$ cat src/rtl/el_pkg.sv
package el_pkg;
  typedef struct packed {
    logic [1:0] lvl;
    logic       sp_sel;
    logic       dbg_m;
    logic       serr_m;
    logic       irq_m;
    logic       fiq_m;
  } pstate_t;

  // encoding order sets the vector slot: offset = base + kind * stride
  typedef enum logic [1:0] {
    EXC_SYNC = 2'd0,
    EXC_IRQ  = 2'd1,
    EXC_FIQ  = 2'd2,
    EXC_SERR = 2'd3
  } exc_kind_t;

  localparam int unsigned VEC_LOWER_OFF = 32'h400;
  localparam int unsigned VEC_STRIDE_SH = 7;
  localparam int unsigned PSTATE_W      = $bits(pstate_t);
endpackage

$ cat src/rtl/el_req_arbiter.sv
module el_req_arbiter
  import el_pkg::*;
(
  input  logic      clk_i,
  input  logic      rst_ni,
  input  logic      en_i,
  input  logic      svc_i,
  input  logic      irq_i,
  input  logic      fiq_i,
  input  logic      serr_i,
  input  logic      irq_m_i,
  input  logic      fiq_m_i,
  input  logic      serr_m_i,
  output logic      take_o,
  output exc_kind_t kind_o
);
  localparam int unsigned N_SRC = 4;

  logic [N_SRC-1:0] req_eff;
  logic [N_SRC-1:0] grant;

  // index = exc_kind_t encoding
  assign req_eff[EXC_SYNC] = svc_i;
  assign req_eff[EXC_IRQ]  = irq_i  & ~irq_m_i;
  assign req_eff[EXC_FIQ]  = fiq_i  & ~fiq_m_i;
  assign req_eff[EXC_SERR] = serr_i & ~serr_m_i;

  // highest index wins
  always_comb begin
    grant  = '0;
    kind_o = EXC_SYNC;
    for (int i = 0; i < N_SRC; i++) begin
      if (req_eff[i]) begin
        grant     = '0;
        grant[i]  = en_i;
        kind_o    = exc_kind_t'(i);
      end
    end
  end

  assign take_o = |grant;

  AST_ONE_GRANT: assert property (@(posedge clk_i) disable iff (!rst_ni)
    $onehot0(grant));
  AST_IRQ_MASKED: assert property (@(posedge clk_i) disable iff (!rst_ni)
    irq_m_i |-> !grant[EXC_IRQ]);
  AST_FIQ_MASKED: assert property (@(posedge clk_i) disable iff (!rst_ni)
    fiq_m_i |-> !grant[EXC_FIQ]);
  AST_SERR_MASKED: assert property (@(posedge clk_i) disable iff (!rst_ni)
    serr_m_i |-> !grant[EXC_SERR]);
endmodule

$ cat src/rtl/el_vector_gen.sv
module el_vector_gen
  import el_pkg::*;
#(
  parameter int unsigned ADDR_W = 32
) (
  input  logic [ADDR_W-1:0] vbar_i,
  input  exc_kind_t         kind_i,
  output logic [ADDR_W-1:0] vec_o
);
  localparam logic [ADDR_W-1:0] LOWER_OFF = ADDR_W'(VEC_LOWER_OFF);

  logic [ADDR_W-1:0] slot_off;

  assign slot_off = ADDR_W'(kind_i) << VEC_STRIDE_SH;
  assign vec_o    = vbar_i + LOWER_OFF + slot_off;
endmodule

$ cat src/rtl/el_entry_unit.sv
module el_entry_unit
  import el_pkg::*;
#(
  parameter int unsigned ADDR_W = 32
) (
  input  logic                clk_i,
  input  logic                rst_ni,
  input  logic                svc_req_i,
  input  logic                irq_req_i,
  input  logic                fiq_req_i,
  input  logic                serr_req_i,
  input  logic [ADDR_W-1:0]   pc_i,
  input  logic                eret_i,
  input  logic                vbar_we_i,
  input  logic [ADDR_W-1:0]   vbar_d_i,
  input  logic                spsr_we_i,
  input  logic [PSTATE_W-1:0] spsr_d_i,
  output logic                redirect_o,
  output logic [ADDR_W-1:0]   next_pc_o,
  output logic [PSTATE_W-1:0] pstate_o,
  output logic [PSTATE_W-1:0] spsr_o,
  output logic [ADDR_W-1:0]   elr_o
);
  localparam logic [ADDR_W-1:0] INSN_BYTES = ADDR_W'(4);

  pstate_t           pstate_q, spsr_q, entry_state;
  logic [ADDR_W-1:0] elr_q, vbar_q, next_pc_q, vec_addr, link_addr;
  logic              redirect_q;
  logic              at_user, exc_take, eret_take;
  exc_kind_t         exc_kind;

  assign at_user = (pstate_q.lvl == 2'd0);

  el_req_arbiter i_arb (
    .clk_i    (clk_i),
    .rst_ni   (rst_ni),
    .en_i     (at_user),
    .svc_i    (svc_req_i),
    .irq_i    (irq_req_i),
    .fiq_i    (fiq_req_i),
    .serr_i   (serr_req_i),
    .irq_m_i  (pstate_q.irq_m),
    .fiq_m_i  (pstate_q.fiq_m),
    .serr_m_i (pstate_q.serr_m),
    .take_o   (exc_take),
    .kind_o   (exc_kind)
  );

  el_vector_gen #(.ADDR_W(ADDR_W)) i_vec (
    .vbar_i (vbar_q),
    .kind_i (exc_kind),
    .vec_o  (vec_addr)
  );

  assign eret_take = eret_i & ~at_user;
  // sync resumes after the call, async re-runs the interrupted insn
  assign link_addr = (exc_kind == EXC_SYNC) ? pc_i + INSN_BYTES : pc_i;

  always_comb begin
    entry_state        = '0;
    entry_state.lvl    = 2'd1;
    entry_state.sp_sel = 1'b1;
    entry_state.dbg_m  = 1'b1;
    entry_state.serr_m = 1'b1;
    entry_state.irq_m  = 1'b1;
    entry_state.fiq_m  = 1'b1;
  end

  always_ff @(posedge clk_i or negedge rst_ni) begin
    if (!rst_ni) begin
      pstate_q   <= '0;
      spsr_q     <= '0;
      elr_q      <= '0;
      vbar_q     <= '0;
      next_pc_q  <= '0;
      redirect_q <= 1'b0;
    end else begin
      redirect_q <= exc_take | eret_take;
      if (vbar_we_i) vbar_q <= vbar_d_i;
      if (exc_take) begin
        spsr_q    <= pstate_q;
        elr_q     <= link_addr;
        pstate_q  <= entry_state;
        next_pc_q <= vec_addr;
      end else if (eret_take) begin
        pstate_q  <= spsr_q;
        next_pc_q <= elr_q;
      end else if (spsr_we_i && !at_user) begin
        spsr_q <= spsr_d_i;
      end
    end
  end

  assign redirect_o = redirect_q;
  assign next_pc_o  = next_pc_q;
  assign pstate_o   = pstate_q;
  assign spsr_o     = spsr_q;
  assign elr_o      = elr_q;

  AST_SAVE_STATE: assert property (@(posedge clk_i) disable iff (!rst_ni)
    exc_take |=> spsr_q == $past(pstate_q));
  AST_ENTRY_STATE: assert property (@(posedge clk_i) disable iff (!rst_ni)
    exc_take |=> (pstate_q.lvl == 2'd1) && pstate_q.sp_sel && pstate_q.dbg_m
                 && pstate_q.serr_m && pstate_q.irq_m && pstate_q.fiq_m);
  AST_ERET_RESTORE: assert property (@(posedge clk_i) disable iff (!rst_ni)
    eret_take |=> (pstate_q == $past(spsr_q)) && (next_pc_q == $past(elr_q)));
  AST_USER_ERET_IGNORED: assert property (@(posedge clk_i) disable iff (!rst_ni)
    (at_user && eret_i && !exc_take) |=> !redirect_q && $stable(pstate_q));
  AST_PRIV_REQ_IGNORED: assert property (@(posedge clk_i) disable iff (!rst_ni)
    (!at_user && !eret_i) |=> !redirect_q && $stable(pstate_q));
endmodule

$ cat config.mk
export PLATFORM = sky130hd
export DESIGN_NAME = el_entry_unit
export DESIGN_NICKNAME = d
export VERILOG_FILES = /design/src/rtl/el_pkg.sv /design/src/rtl/el_req_arbiter.sv /design/src/rtl/el_vector_gen.sv /design/src/rtl/el_entry_unit.sv
export SDC_FILE = /design/constraint.sdc
export NUM_CORES = 1
export LEC_CHECK = 0
export BUFFER_PORTS_ARGS = -buffer_cell sky130_fd_sc_hd__buf_2
export CAP_MARGIN = 20
export CORE_MARGIN = 8
export CORE_UTILIZATION = 56
export CTS_CLUSTER_DIAMETER = 120
export DETAILED_ROUTE_END_ITERATION = 8
export MAX_ROUTING_LAYER = met4
export PLACE_DENSITY = 0.85
export SYNTH_ARGS = -nofsm -noshare
export SYNTH_HDL_FRONTEND = slang
export SYNTH_SLANG_ARGS = --single-unit
$ cat constraint.sdc
create_clock -name clk_i -period 7.3 [get_ports clk_i]
set_clock_uncertainty 0.2 [all_clocks]
set_input_delay 0.365 -clock clk_i [delete_from_list [all_inputs] [get_ports clk_i]]
set_output_delay 0.365 -clock clk_i [all_outputs]
set_load 0.1 [all_outputs]
==> out/summary.txt, run 1 <==
startpoint types: flip-flop
TritonCTS buffer count: 9
Fin Setup TNS: 0 ps
Initial Util: 57.2%
Crit. End Element: flip-flop
Seq/Total Area, Yosys: 50.1%
Post-synth EDFFs: 0
gr usage total: 24.7%
DR vias/cell: 5.79
postcts setup bufs: 0
DR iter-0 viols: 442
total congestion overflow: 0
CORE AREA: 9680 um^2
CTS resizes: 0
post-synth top area cell: dfrtp_1
Yosys reg bits: 111
num rows: 36
synth cell count leaders: dfrtp_1 (111), nand2_1 (89), o21ai_0 (50)
Mapped Area: 5540 um^2
antenna cells: 0
Post-Syn Nets: 626
Via Count: 4,795
Top Family by Delay on Critical Path: simple AND/OR/NAND/NOR gates
CP peak stage delay: 410 ps
main area contributors after synthesis: dfrtp_1 (50%), mux2_2 (6.3%), nand2_1 (6.0%)
CP bufs+invs: 1
Root Buffer: clkbuf_8
Final ANT Viol Nets: 0
Critical Path RT: 7350 ps
Die X: 116 um
Pre-Repair DR Iteration Count: 5
GPL Wtd Cong: 0.887
CTS tree: yes
final critical delay including setup and external delays: 2900 ps
NumNets Final: 774
worst-path cell chain: nand2b_1 -> nand2b_1 -> nand2_1 -> ha_1 -> inv_1 -> fa_1 -> nor2b_1 -> o21ai_0 -> nor4_1 -> xnor2_1 -> a21oi_1
Primary FF master, synth: dfrtp_1
IO Pins: 159
yosys warns: 0
CTS Sinks: 111
CP max stage cell: dfrtp_1
Tcrit/Tclk final: 39.7%
Worst Tran Pin Value: 974 ps
r2r setup slk: 4400 ps
Yosys top cell area share: 50.1%
FFs w/ async S/R, synth: 100%
Max Freq: 345 MHz
Hold Crit Class: primary input to flip-flop
P&R area growth vs syn: 20.0%
Reg clk slew, reported paths: 100 ps
max cap viols: 0
Crit Path Max Fanout: 5
Avg Inst Size Synth: 10.2 um^2
hold buffers post-CTS: 4
Worst-Skew Late Latency: 380 ps
initial antenna violation count: 0
final hold viol count: 0
port bufs: 158
top-count cell post-synth: dfrtp_1
Max clock buf depth: 2
first-pass GRT wire length: 25.0 mm
Mapped Cells: 542
DIE AREA: 13,300 um^2
half-perimeter wire length after placement: 11.8 mm
Top cell by count, worst path: nand2b_1
# H-tree levels: 3
drt drc: 0
Crit path arrival time: 2940 ps
status: finished, final reports clean
max_slew headroom: 35.1%
largest net degree at the start of global routing: 78
RSZ-0062 raised after global routing: false
Crit Path Class: flip-flop to flip-flop
number of global-route vias before repair: 4,928
routed len/inst: 18.9 um
fin. max-slew vios: 0
Die Height: 116 um
WL final: 15.7 mm
final setup vio count: 0
post-synth cell types: 50
layout cell share with drive strength beyond 1: 32.1%
==> metrics by stage <==
stage / setup WS [ps] / utilization (%) / area [um^2] / std cells / hold WS (ps)
floorplan: 4820 / - / 5540 / 542 / -131
global placement: 4540 / 66.0 / 6390 / 805 / 123
detailed placement: 4460 / 66.0 / 6390 / 805 / 134
CTS: 4450 / 68.4 / 6620 / 825 / 4.84
global route: 4130 / 68.7 / 6650 / 828 / 2.16
finish: 4400 / 68.7 / 6650 / 828 / 18.5
==> cell families after synthesis <==
group           after synthesis  synth area share [%]
compound gates              109                  12.2
buf+inv                      41                  3.45
fa+ha+maj                     4                  1.04
xor+xnor                     49                  7.74
mux                          38                  7.56
flops                       111                  50.1
simple gates                190                  17.9
==> area by class of cell <==
type | instances | area [um^2]
Fill cell | 760 | 3030
Sequential cell | 111 | 2780
Multi-Input combinational cell | 390 | 2590
Timing Repair Buffer | 169 | 893
Tap cell | 133 | 166
Clock buffer | 11 | 131
Clock inverter | 5 | 56.3
Inverter | 9 | 33.8
==> state kept, by name, indices dropped and copies added (netlist names) <==
signal	cells
elr_o	32
next_pc_o	32
vbar_q	32
pstate_o	7
spsr_o	7
redirect_o	1
==> path summary, 6_finish.rpt <==
kind,endpoint,start,cells after the start
max reg2reg,next_pc_o[31],pstate_o[1],11
min reg2reg,next_pc_o[0],next_pc_o[0],2
max in group asynchronous,elr_o[15],rst_ni,3
min in group asynchronous,vbar_q[3],rst_ni,2
min,vbar_q[20],vbar_d_i[20],2
max,next_pc_o[31],pstate_o[1],11
==> layout by cell type (no fill, tap or decap), types with 8 or more instances in the layout <==
master      n
xnor2_1    35
clkbuf_8    9
nand4_1     8
o21ai_1    11
nand3_1    15
xor2_1     14
o21ai_0    50
a22oi_1    27
nor3_1     11
nand2_1    89
buf_2     157
nor2_1     17
mux2_2     31
dfrtp_1   111
inv_1       9
and3_1      8
==> layer usage <==
layer  GRT usage [%]  part of all wire, %
met2            39.9                   49
met5               -                    0
met3            5.16                  6.4
met1            30.4                   43
met4            7.53                  1.8
Power of run 1 is not shown: default switching activity piles up to over one toggle a cycle in this logic, so the estimate is an artifact.
==> run 2, diff against run 1 <==
--- a/config.mk
+++ b/config.mk
@@ -8,11 +8,11 @@
 export BUFFER_PORTS_ARGS = -buffer_cell sky130_fd_sc_hd__buf_2
 export CAP_MARGIN = 20
 export CORE_MARGIN = 8
-export CORE_UTILIZATION = 56
+export CORE_UTILIZATION = 52
 export CTS_CLUSTER_DIAMETER = 120
 export DETAILED_ROUTE_END_ITERATION = 8
 export MAX_ROUTING_LAYER = met4
-export PLACE_DENSITY = 0.85
+export PLACE_DENSITY = 0.8
 export SYNTH_ARGS = -nofsm -noshare
 export SYNTH_HDL_FRONTEND = slang
 export SYNTH_SLANG_ARGS = --single-unit
==> constraint.sdc (replaced) <==
create_clock -name clk_i -period 2.7 [get_ports clk_i]
set_clock_uncertainty 0.2 [all_clocks]
set_input_delay 0.135 -clock clk_i [delete_from_list [all_inputs] [get_ports clk_i]]
set_output_delay 0.135 -clock clk_i [all_outputs]
set_load 0.1 [all_outputs]
==> run 2 against run 1 <==
  * Global-route usage grew 0.54 points
  * Core utilization is 4.5 points higher
  * Worst hold slack better by 150 ps
==> out/summary.txt, run 2 (synthesis results as in run 1) <==
Initial Util: 53.7% (was 57.2%)
Tcrit/Tclk final: 97.5% (was 39.7%)
post-route cell area: 7550 um^2 (was 6650 um^2)
most frequent cells in the layout: buf_2 (157), dfrtp_1 (111), nand2_1 (89), dlygate4sd3_1 (79), o21ai_0 (49) (was buf_2 (157), dfrtp_1 (111), nand2_1 (89), o21ai_0 (50), xnor2_1 (35))
Max Freq: 380 MHz (was 345 MHz)
Reg clk slew, reported paths: 110 ps (was 100 ps)
Root Buffer: clkbuf_8 (unchanged)
routed len/inst: 19.1 um (was 18.9 um)
post-route insts no fill: 916 (was 828)
postcts setup bufs: 0 (unchanged)
Worst Tran Pin Value: 787 ps (was 974 ps)
number of global-route vias before repair: 5,373 (was 4,928)
Crit path arrival time: 2680 ps (was 2940 ps)
largest net degree at the start of global routing: 112 (was 78)
initial antenna violation count: 1 (was 0)
# H-tree levels: 3 (unchanged)
num rows: 37 (was 36)
Die X: 119 um (was 116 um)
Pre-Repair DR Iteration Count: 7 (was 5)
GPL Wtd Cong: 0.861 (was 0.887)
Crit Path Class: flip-flop to flip-flop (unchanged)
Critical Path RT: 2750 ps (was 7350 ps)
Worst-Skew Late Latency: 380 ps (about the same)
status: finished, final reports clean (unchanged)
first-pass GRT wire length: 28.0 mm (was 25.0 mm)
half-perimeter wire length after placement: 11.9 mm (was 11.8 mm)
pre-CTS setup slack: -37.6 ps (was 4460 ps)
max_slew headroom: 47.5% (was 35.1%)
Fin Setup TNS: 0 ps (unchanged)
total congestion overflow: 0 (unchanged)
Placed Cells: 820 (was 805)
final worst setup slack: 67.7 ps (was 4400 ps)
Crit. End Element: flip-flop (unchanged)
hold path startpoint: serr_req_i (was vbar_d_i[20])
CORE AREA: 10,300 um^2 (was 9680 um^2)
most common cell after layout, fill and taps aside: buf_2 (unchanged)
DR vias/cell: 5.59 (was 5.79)
Setup crit start: pstate_o[0] (was pstate_o[1])
P&R area growth vs syn: 36.2% (was 20.0%)
Hold Crit Class: primary input to flip-flop (unchanged)
Via Count: 5,120 (was 4,795)
NumNets Final: 858 (was 774)
startpoint types: flip-flop (unchanged)
Final ANT Viol Nets: 0 (unchanged)
final critical delay including setup and external delays: 2630 ps (was 2900 ps)
IO Pins: 159 (unchanged)
Die Height: 119 um (was 116 um)
TritonCTS buffer count: 9 (unchanged)
CTS tree: yes (unchanged)
R2R Path Start: pstate_o[0] (was pstate_o[1])
gr usage total: 25.2% (was 24.7%)
DR iter-0 viols: 478 (was 442)
CTS Sinks: 111 (unchanged)
port bufs: 158 (unchanged)
Crit Path Max Fanout: 12 (was 5)
fin. max-slew vios: 0 (unchanged)
max cap viols: 0 (unchanged)
drt drc: 0 (unchanged)
placed inst area: 6520 um^2 (was 6390 um^2)
final hold viol count: 0 (unchanged)
final setup vio count: 0 (unchanged)
WL final: 17.5 mm (was 15.7 mm)
layout cell share with drive strength beyond 1: 31.5% (was 32.1%)
DIE AREA: 14,200 um^2 (was 13,300 um^2)
Max clock buf depth: 2 (unchanged)
run 2: changes by cell type in the layout (fill, tap and decap cells not counted), sizes merged:
cell | previous run | this run
clkinv | 2 | 3
diode | 0 | 1
bufinv | 1 | 0
buf | 162 | 174
dlygate4sd3 | 7 | 79
run 2: layout make-up:
type                            instances  area [um^2]
Timing Repair Buffer                  253         1740
Clock inverter                          5         31.3
Inverter                                9         33.8
Antenna cell                            1         2.50
Clock buffer                           11          151
Sequential cell                       111         2780
Fill cell                             742         2770
Tap cell                              136          170
Multi-Input combinational cell        390         2640
run 2: worst max-delay path, stage by stage, from the launching register on:
cell and delay (ps):
dfrtp_1 390, nand2b_1 160, buf_4 150, and4b_2 450, nor4b_1 370, xnor2_1 160
dlygate4sd3_1 560, o21ai_1 60
run 2: timing repair:
action,4_1_cts,5_1_grt
gates resized for setup,1,12
pin swaps,0,4
endpoints found under the setup margin,1,10
hold buffers,79,0
hold endpoints to repair,182,0
run 2: metrics by stage:
| stage | util (%) | hold slack (ps) |
|---|---|---|
| detailed placement | 63.1 | 62.4 |
| CTS | 72.6 | 101 |
| floorplan | - | -361 |
| finish | 73.1 | 164 |
| global placement | 62.9 | 61.4 |
| global route | 73.1 | 220 |
run 2: routing by layer:
metal  routed length, um  vias to the layer above  track usage [%]
li1                    -                     2372                -
met1                7200                     2495             30.3
met2                8640                      217             41.0
met3                1170                       36             5.05
met4                 473                        0             9.72
met5                   0                        -                -
run 2: path summary, 6_finish.rpt:
path                                       to  slack [ps]  cells after the start
min in group asynchronous       next_pc_o[23]         170                      3
worst min-delay path             next_pc_o[7]         160                      6
worst max register to register      elr_o[29]          70                      7
worst min register to register   next_pc_o[0]         290                      2
max in group asynchronous        next_pc_o[6]        1670                      3
worst max-delay path                elr_o[29]          70                      7
Power of run 2 is left out for the same reason.
